### src/rtl/quad_pkg.sv
package quad_pkg;

  typedef enum logic [2:0] {
    ST_IDLE  = 3'd0,
    ST_SQR   = 3'd1,
    ST_BX    = 3'd2,
    ST_SUMC  = 3'd3,
    ST_FINAL = 3'd4
  } step_e;

  typedef enum logic {
    MA_X  = 1'b0,
    MA_XX = 1'b1
  } ma_sel_e;

  typedef enum logic [1:0] {
    MB_X   = 2'b00,
    MB_B   = 2'b01,
    MB_A   = 2'b10,
    MB_RSV = 2'b11
  } mb_sel_e;

  typedef enum logic {
    AD_C   = 1'b0,
    AD_BXC = 1'b1
  } ad_sel_e;

  typedef struct packed {
    ma_sel_e ma;
    mb_sel_e mb;
    ad_sel_e ad;
    logic    ld_x;
    logic    ld_xx;
    logic    ld_prod;
    logic    ld_bxc;
    logic    ld_y;
  } ctrl_t;

endpackage

### src/rtl/quad_rst_sync.sv
module quad_rst_sync #(
  parameter int STAGES = 2
) (
  input  logic clk,
  input  logic rst_n,
  output logic rst_sync_n
);

  logic [STAGES-1:0] chain_q;
  logic [STAGES-1:0] chain_d;

  always_comb begin
    chain_d = {chain_q[STAGES-2:0], 1'b1};
  end

  always_ff @(posedge clk or negedge rst_n) begin
    if (!rst_n) chain_q <= '0;
    else        chain_q <= chain_d;
  end

  assign rst_sync_n = chain_q[STAGES-1];

endmodule

### src/rtl/quad_dreg.sv
module quad_dreg #(
  parameter int W = 16
) (
  input  logic                clk,
  input  logic                rst_n,
  input  logic                en,
  input  logic signed [W-1:0] d,
  output logic signed [W-1:0] q
);

  logic signed [W-1:0] q_nx;

  always_comb begin
    q_nx = en ? d : q;
  end

  always_ff @(posedge clk or negedge rst_n) begin
    if (!rst_n) q <= '0;
    else        q <= q_nx;
  end

endmodule

### src/rtl/quad_sequencer.sv
module quad_sequencer
  import quad_pkg::*;
(
  input  logic  clk,
  input  logic  rst_n,
  input  logic  start,
  output step_e step_q,
  output ctrl_t ctrl,
  output logic  done_q
);

  step_e step_nx;
  logic  done_nx;

  // next step
  always_comb begin
    step_nx = step_q;
    unique case (step_q)
      ST_IDLE:  if (start) step_nx = ST_SQR;
      ST_SQR:   step_nx = ST_BX;
      ST_BX:    step_nx = ST_SUMC;
      ST_SUMC:  step_nx = ST_FINAL;
      ST_FINAL: step_nx = ST_IDLE;
      default:  step_nx = ST_IDLE;
    endcase
  end

  // control word for the shared datapath
  always_comb begin
    ctrl = '{ma: MA_X, mb: MB_X, ad: AD_C,
             ld_x: 1'b0, ld_xx: 1'b0, ld_prod: 1'b0, ld_bxc: 1'b0, ld_y: 1'b0};
    unique case (step_q)
      ST_IDLE: begin
        ctrl.ld_x = start;
      end
      ST_SQR: begin
        ctrl.ma      = MA_X;
        ctrl.mb      = MB_X;
        ctrl.ld_xx   = 1'b1;
        ctrl.ld_prod = 1'b1;
      end
      ST_BX: begin
        ctrl.ma      = MA_X;
        ctrl.mb      = MB_B;
        ctrl.ld_prod = 1'b1;
      end
      ST_SUMC: begin
        ctrl.ad      = AD_C;
        ctrl.ld_bxc  = 1'b1;
        ctrl.ma      = MA_XX;
        ctrl.mb      = MB_A;
        ctrl.ld_prod = 1'b1;
      end
      ST_FINAL: begin
        ctrl.ad   = AD_BXC;
        ctrl.ld_y = 1'b1;
      end
      default: ;
    endcase
  end

  always_comb begin
    done_nx = ctrl.ld_y;
  end

  always_ff @(posedge clk or negedge rst_n) begin
    if (!rst_n) begin
      step_q <= ST_IDLE;
      done_q <= 1'b0;
    end else begin
      step_q <= step_nx;
      done_q <= done_nx;
    end
  end

endmodule

### src/rtl/quad_operand_mux.sv
module quad_operand_mux
  import quad_pkg::*;
#(
  parameter int W = 16
) (
  input  ctrl_t               ctrl,
  input  logic signed [W-1:0] x_q,
  input  logic signed [W-1:0] xx_q,
  input  logic signed [W-1:0] bxc_q,
  input  logic signed [W-1:0] coef_a,
  input  logic signed [W-1:0] coef_b,
  input  logic signed [W-1:0] coef_c,
  output logic signed [W-1:0] mul_lhs,
  output logic signed [W-1:0] mul_rhs,
  output logic signed [W-1:0] add_rhs
);

  // two-way selector for the first multiplier operand
  always_comb begin
    mul_lhs = (ctrl.ma == MA_XX) ? xx_q : x_q;
  end

  // three-way selector for the second multiplier operand
  always_comb begin
    unique case (ctrl.mb)
      MB_B:    mul_rhs = coef_b;
      MB_A:    mul_rhs = coef_a;
      default: mul_rhs = x_q;
    endcase
  end

  // two-way selector for the adder side not fed by the product
  always_comb begin
    add_rhs = (ctrl.ad == AD_BXC) ? bxc_q : coef_c;
  end

endmodule

### src/rtl/quad_shared_alu.sv
module quad_shared_alu #(
  parameter int W = 16
) (
  input  logic signed [W-1:0] mul_lhs,
  input  logic signed [W-1:0] mul_rhs,
  input  logic signed [W-1:0] prod_q,
  input  logic signed [W-1:0] add_rhs,
  output logic signed [W-1:0] product,
  output logic signed [W-1:0] sum
);

  // single multiplier, wrapped to W bits
  always_comb begin
    product = mul_lhs * mul_rhs;
  end

  // single adder: one side always the registered product
  always_comb begin
    sum = prod_q + add_rhs;
  end

endmodule

### src/rtl/quad_eval.sv
module quad_eval
  import quad_pkg::*;
#(
  parameter int W = 16
) (
  input  logic                clk,
  input  logic                rst_n,
  input  logic                start,
  input  logic signed [W-1:0] x_in,
  input  logic signed [W-1:0] coef_a,
  input  logic signed [W-1:0] coef_b,
  input  logic signed [W-1:0] coef_c,
  output logic signed [W-1:0] y,
  output logic                done
);

  logic                rst_int_n;
  step_e               step_q;
  ctrl_t               ctrl;
  logic signed [W-1:0] x_q;
  logic signed [W-1:0] xx_q;
  logic signed [W-1:0] prod_q;
  logic signed [W-1:0] bxc_q;
  logic signed [W-1:0] mul_lhs;
  logic signed [W-1:0] mul_rhs;
  logic signed [W-1:0] add_rhs;
  logic signed [W-1:0] product;
  logic signed [W-1:0] sum;

  quad_rst_sync #(.STAGES(2)) u_rst (
    .clk        (clk),
    .rst_n      (rst_n),
    .rst_sync_n (rst_int_n)
  );

  quad_sequencer u_seq (
    .clk    (clk),
    .rst_n  (rst_int_n),
    .start  (start),
    .step_q (step_q),
    .ctrl   (ctrl),
    .done_q (done)
  );

  quad_operand_mux #(.W(W)) u_mux (
    .ctrl    (ctrl),
    .x_q     (x_q),
    .xx_q    (xx_q),
    .bxc_q   (bxc_q),
    .coef_a  (coef_a),
    .coef_b  (coef_b),
    .coef_c  (coef_c),
    .mul_lhs (mul_lhs),
    .mul_rhs (mul_rhs),
    .add_rhs (add_rhs)
  );

  quad_shared_alu #(.W(W)) u_alu (
    .mul_lhs (mul_lhs),
    .mul_rhs (mul_rhs),
    .prod_q  (prod_q),
    .add_rhs (add_rhs),
    .product (product),
    .sum     (sum)
  );

  quad_dreg #(.W(W)) u_x_reg (
    .clk (clk), .rst_n (rst_int_n), .en (ctrl.ld_x), .d (x_in), .q (x_q)
  );

  quad_dreg #(.W(W)) u_xx_reg (
    .clk (clk), .rst_n (rst_int_n), .en (ctrl.ld_xx), .d (product), .q (xx_q)
  );

  quad_dreg #(.W(W)) u_prod_reg (
    .clk (clk), .rst_n (rst_int_n), .en (ctrl.ld_prod), .d (product), .q (prod_q)
  );

  quad_dreg #(.W(W)) u_bxc_reg (
    .clk (clk), .rst_n (rst_int_n), .en (ctrl.ld_bxc), .d (sum), .q (bxc_q)
  );

  quad_dreg #(.W(W)) u_y_reg (
    .clk (clk), .rst_n (rst_int_n), .en (ctrl.ld_y), .d (sum), .q (y)
  );

endmodule

### config.mk
export PLATFORM = sky130hd
export DESIGN_NAME = quad_eval
export DESIGN_NICKNAME = d
export VERILOG_FILES = /design/src/rtl/quad_pkg.sv /design/src/rtl/quad_rst_sync.sv /design/src/rtl/quad_dreg.sv /design/src/rtl/quad_sequencer.sv /design/src/rtl/quad_operand_mux.sv /design/src/rtl/quad_shared_alu.sv /design/src/rtl/quad_eval.sv
export SDC_FILE = /design/constraint.sdc
export NUM_CORES = 1
export LEC_CHECK = 0
export BUFFER_PORTS_ARGS = -buffer_cell sky130_fd_sc_hd__buf_2
export CAP_MARGIN = 20
export CORE_ASPECT_RATIO = 1.1
export CORE_MARGIN = 5
export CORE_UTILIZATION = 50
export CTS_CLUSTER_DIAMETER = 40
export DETAILED_ROUTE_END_ITERATION = 7
export PLACE_DENSITY = 0.69
export SYNTH_ARGS = -nofsm -noshare
export SYNTH_HDL_FRONTEND = slang
export SYNTH_SLANG_ARGS = --single-unit
### constraint.sdc
create_clock -name clk -period 3.2 [get_ports clk]
set_input_delay 0.96 -clock clk [delete_from_list [all_inputs] [get_ports clk]]
set_output_delay 0.96 -clock clk [all_outputs]
set_load 0.005 [all_outputs]
# After elaboration in Yosys (flattened, before gate mapping)

Cells that the tools add are included.

Register bits after elaboration: 86
Input bits: 67
Output and inout bits: 17
Word-level logic and storage cells: 30

Add/subtract/negate cells: 1
Multipliers: 1
Eq/ne operators: 7
Multiplexer cells: 11
Reduce and logical (&&, ||, !) cells: 2

Operators with widths:

| operator             | number |
|---|---|
| $mux W16             | 2 |
| $pmux W16 S2         | 1 |
| $add A16 B16 Y16     | 1 |
| $mul A16 B16 Y16     | 1 |
| $pmux W3 S4          | 1 |
| $eq A3 B2 Y1 const B | 2 |
| $pmux W3 S2          | 1 |
| $mux W1              | 5 |
| $eq A3 B1 Y1 const B | 1 |
| $eq A3 B3 Y1 const B | 1 |
| $logic_not A3 Y1     | 1 |
| $mux W3              | 1 |
| $reduce_or A3 Y1     | 1 |
| $eq A2 B1 Y1 const B | 1 |
| $eq A2 B2 Y1 const B | 1 |
| $ne A2 B2 Y1 const B | 1 |

# Logic depth before layout (Yosys ltp)

Depth in word-level cells: 5
Depth in mapped cells: 29
Mapped depth without buffers: 26

# Hierarchy

Synthesis repeated with hierarchy kept, for this count alone.

Cell total of the unflattened synthesis: 868
Area total of the unflattened synthesis: 9182.6 um2

Modules (own cells, without submodules):

| module           | times used | cells an instance | area an instance (um2) | seq. area each (um2) |
|---|---|---|---|---|
| quad_shared_alu  | 1          | 577               | 4785.8                 | 0.0 |
| quad_dreg        | 5          | 34                | 649.4                  | 400.4 |
| quad_operand_mux | 1          | 95                | 835.8                  | 0.0 |
| quad_sequencer   | 1          | 23                | 260.2                  | 100.1 |
| quad_rst_sync    | 1          | 3                 | 53.8                   | 50.0 |

# Worst setup path before layout

No wires, ideal clock.

Kind: register -> register
Start: reg u_seq.step_q[2]
End: reg u_prod_reg.q[14]
Setup time: 0.130 ns
Arrival time: 6.033 ns
Required time: 3.070 ns
Setup slack: -2.963 ns
Stages on the path, launching flop included: 27
Buffers on the path: 3
Period minus slack after synthesis: 6.163 ns
Cells stage by stage: dfrtp_1 > buf_4 > nand3b_4 > inv_4 > buf_6 > clkbuf_1 > nand2_1 > o21ai_0 > nand2_1 > fa_1 > fa_1 > inv_1 > fa_1 > inv_1 > fa_1 > inv_1 > fa_1 > inv_1 > fa_1 > inv_1 > ha_1 > and2_1 > a31oi_1 > o21ai_0 > o41ai_1 > xnor2_1 > o21ai_0

Longest elaborated chain between the ends: 5
Elaborated cells on any way between the ends: 11
Classes of those cells: 1 x mul; 5 x eq/ne; 4 x mux; 1 x reduce/logical

Ends and longest elaborated chain:

| what                                         | RTL line               | source |
|---|---|---|
| start, declared                              | quad_sequencer.sv:7    | `output step_e step_q,` |
| start signal, assigned                       | quad_sequencer.sv:71   | `step_q <= step_nx;` |
| $eq A3 B2 Y1                                 | quad_sequencer.sv:32   | `unique case (step_q)` |
| $pmux W3 S2                                  | quad_sequencer.sv:32   |  |
| $eq A2 B2 Y1 or $eq A2 B1 Y1 (tied branches) | quad_operand_mux.sv:25 | `unique case (ctrl.mb)` |
| $pmux W16 S2                                 | quad_operand_mux.sv:25 |  |
| $mul A16 B16 Y16                             | quad_shared_alu.sv:14  | `product = mul_lhs * mul_rhs;` |
| end signal, assigned                         | quad_dreg.sv:19        | `else q <= q_nx;` |
| end, declared                                | quad_dreg.sv:8         | `output logic signed [W-1:0] q` |

Parallel ways exist; a longest one is shown, timed or not.
A chain may end at the register's enable or synchronous reset.

# Final worst setup path

Ends and elaborated chain as after synthesis.

==> flow_metrics.py <==
metrics = {
    "timing": {
        "fin_tns_setup_ns": -50.33,
        "setup_ws_ns": -2.657,
        "hold_viol_final": 0,
        "skew_ns": 0.009370,
        "fmax_mhz": 170.7,
        "slew_viol_final": 0,
        "max_slew.worst_pin.slew_ns": 0.7590,
        "fin_crit_sh_pct": 183.0,
        "slew_headroom_pct": 49.40,
        "rsz0062_at_grt": "true",
        "setup_viol": 34,
        "min_period_ns": 5.857,
    },
    "placement": {
        "dpl.hpwl_um": 21540,
        "io_buffers": 83,
        "gp_congestion": 0.9852,
        "dp_cells": 1447,
    },
    "setup_path": {
        "crit_family": "adder cells",
        "r2r-end": "u_prod_reg.q[14]$_DFFE_PN0P_",
        "required_ns": 3.40,
        "slowest_delay_ns": 0.54,
        "endpoint_kind": "flop",
        "path_common_cell": "fa_1",
        "critical_path_class": "reg -> reg",
        "cp_cell_sequence": "nand3b_4 > buf_6 > buf_6 > mux2i_4 > buf_6 > buf_6 > nor2_4 > fa_1 > inv_1 > fa_1 > fa_2 > fa_1 > inv_1 > fa_1 > inv_1 > fa_1 > inv_2 > ha_4 > and2_4 > a31oi_1 > o21ai_1 > o41ai_2 > xnor2_1 > o21ai_1",
        "cp_slowest_cell": "fa_1",
        "worstPathArrival_ns": 6.06,
        "crit_buf_inv": 8,
        "worstPathMaxFanout": 5,
        "r2r_setup_slack_ns": -2.66,
        "start_kind": "flop",
        "worstReg2RegStart": "u_seq.step_q[2]$_DFFE_PN0P_",
        "rr_worst_depth": 24,
    },
    "final_layout": {
        "multi_input_area_um2": 6900,
        "area_delta_synth_final_pct": 42.41,
        "drive_gt1_share_pct": 42.08,
        "final_cells": 1507,
        "final_nets": 1487,
        "antennaDiodeCount": 0,
        "seq_area_um2": 2160,
        "fill_cells": 1273,
    },
    "grt": {
        "antenna_found_initial": 0,
        "grt_pass1_wl_um": 41990,
        "grtUsageTotal_pct": 27.21,
        "grt_pass1_vias": 8016,
        "grt_max_degree": 44,
        "gr-total-overflow": 0,
    },
    "clock_tree": {
        "clockBufferDepth": 2,
        "path_clk_slew_ns": 0.07,
        "cts_tree": "yes",
        "numCtsBuffers": 9,
        "clk_latency_ns": 0.35,
        "cts.sinks": 86,
        "clockRootBuffer": "clkbuf_16",
        "htreeDepth": 3,
        "hold_buffers": 0,
    },
    "outcome": {
        "status": "finished, violations left",
        "violations": "setup timing",
    },
    "synth": {
        "synthCells": 989,
        "synth_warnings": 0,
        "async_reset_ff_share_pct": 100.0,
        "ys_seq_area_share_pct": 24.40,
        "synth_common_cells": "inv_1 (153), nand2_1 (152), nor2_1 (98), dfrtp_1 (86), o21ai_0 (83)",
        "synth_top_area_share_pct": 24.40,
        "syn_area_um2": 8818,
        "synth_edf_count": 0,
        "synthFlopType": "dfrtp_1",
        "yosys-top-cells-area": "dfrtp_1 (24%), fa_1 (18%), ha_1 (11%)",
        "synth_seq_cells": 86,
        "ys_types": 49,
        "synth_nets": 1212,
        "avgSynthCellArea_um2": 8.917,
        "synth_most_common_cell": "inv_1",
        "yosys.area.top_type": "dfrtp_1",
    },
    "flow_run": {
        "maxCapViolations": 0,
    },
    "floorplanning": {
        "initial_core_util_pct": 50.25,
        "die_h_um": 149.3,
        "dieWidth_um": 136.6,
        "ios": 84,
        "row_count": 51,
        "dieArea_um2": 20400,
        "core_area_um2": 17550,
    },
    "drt": {
        "via_count": 7842,
        "via_per_inst": 5.204,
        "drt_wl_total_um": 27380,
        "wl_per_cell_um": 18.17,
        "antenna_left": 0,
        "drtIter0Drc": 434,
        "first_pass_iters": 5,
        "drc": 0,
    },
    "min_path": {
        "hold_class": "reg -> async",
    },
}
[worst register-to-register path: stages (launching register included)]
cell	delay [ns]
dfrtp_2	0.43
nand3b_4	0.21
buf_6	0.16
buf_6	0.12
mux2i_4	0.23
buf_6	0.17
buf_6	0.10
nor2_4	0.03
fa_1	0.48
inv_1	0.06
fa_1	0.50
fa_2	0.36
fa_1	0.49
inv_1	0.05
fa_1	0.54
inv_1	0.05
fa_1	0.49
inv_2	0.05
ha_4	0.24
and2_4	0.14
a31oi_1	0.13
o21ai_1	0.11
o41ai_2	0.28
xnor2_1	0.20
o21ai_1	0.10
[layout make-up]
class	count	area share (%)
sequential	86	17.20
clock inverter	6	0.3886
multi-input combinational	719	54.95
tap	238	2.371
clock buffer	10	1.823
timing repair buffer	294	18.57
inverter	154	4.703
[cells by family (layout without fill, tap and decap cells)]
kind of cell | after synthesis | count (layout) | synth area share (%)
and+or+nand+nor | 289 | 289 | 13.79
adders and majority gates | 156 | 156 | 28.94
buffers and inverters | 184 | 464 | 8.428
AOI/OAI and AO/OA | 137 | 137 | 8.669
DFF | 86 | 86 | 24.40
other | 1 | 1 | 0.04252
muxes | 80 | 80 | 9.918
xor gates and xnor gates | 56 | 56 | 5.803
[worst max-delay path by stage]
| stage | endpoint | slack (ns) | cells past startpoint | start |
|---|---|---|---|---|
| after floorplan | u_xx_reg.q[14]$_DFFE_PN0P_ | -2.67 | 22 | coef_a[6] |
| after global placement | u_xx_reg.q[15]$_DFFE_PN0P_ | -3.07 | 23 | coef_a[5] |
| after detailed placement | u_prod_reg.q[15]$_DFFE_PN0P_ | -3.18 | 23 | coef_a[5] |
| after CTS | u_prod_reg.q[15]$_DFFE_PN0P_ | -2.64 | 22 | u_seq.step_q[2]$_DFFE_PN0P_ |
| after global routing | u_prod_reg.q[14]$_DFFE_PN0P_ | -2.85 | 24 | u_seq.step_q[2]$_DFFE_PN0P_ |
| final | u_prod_reg.q[14]$_DFFE_PN0P_ | -2.66 | 24 | u_seq.step_q[2]$_DFFE_PN0P_ |
[metal layers]
metal	vias up	GRT usage (%)	wire [um]	share of wire [%]
li1	3709	-	-	-
met1	3761	33.33	10450	38
met2	285	45.64	13490	49
met3	87	6.039	1922	7.0
met4	0	12.45	1512	5.5
met5	-	0	0	0
[flip-flops by register name (all words and copies together) (netlist names)]
signal         flops
u_xx_reg.q        16
u_y_reg.q         16
u_seq.done_q       1
u_bxc_reg.q       16
u_x_reg.q         16
u_prod_reg.q      16
u_rst.chain_q      2
u_seq.step_q       3
[placed cells by master (no fill, tap or decap), drive strengths merged, types with 9 or more instances in the layout]
master	synthesis	layout
nor3	9	9
xor2	9	9
a21oi	19	19
xnor2	46	46
ha	76	76
nor2	100	100
fa	80	80
mux2	50	50
o21ai	89	89
buf	10	293
dfrtp	86	86
mux2i	30	30
inv	154	155
clkbuf	20	11
nand2	152	152
[what timing repair did]
item / 4_1_cts / 5_1_grt
setup buffers: 32 / 11
hold endpoints to repair: 0 / 0
pin swaps: 62 / 38
resized for setup: 132 / 79
gates cloned: 1 / 1
setup endpoints to repair: 38 / 41
[per-stage QoR]
step	cell area [um^2]	util (%)	hold WS, ns	setup slack (ns)
2_1_floorplan	9231	-	0.3312	-2.672
3_3_place_gp	11080	63.14	0.3340	-3.070
3_5_place_dp	11080	63.14	0.3386	-3.184
4_1_cts	12130	69.10	0.3615	-2.640
5_1_grt	12560	71.57	0.3597	-2.849
6_report	12560	71.57	0.3343	-2.657
Power is not shown: default switching activity piles up to over one toggle a cycle in this logic, so the estimate is an artifact.
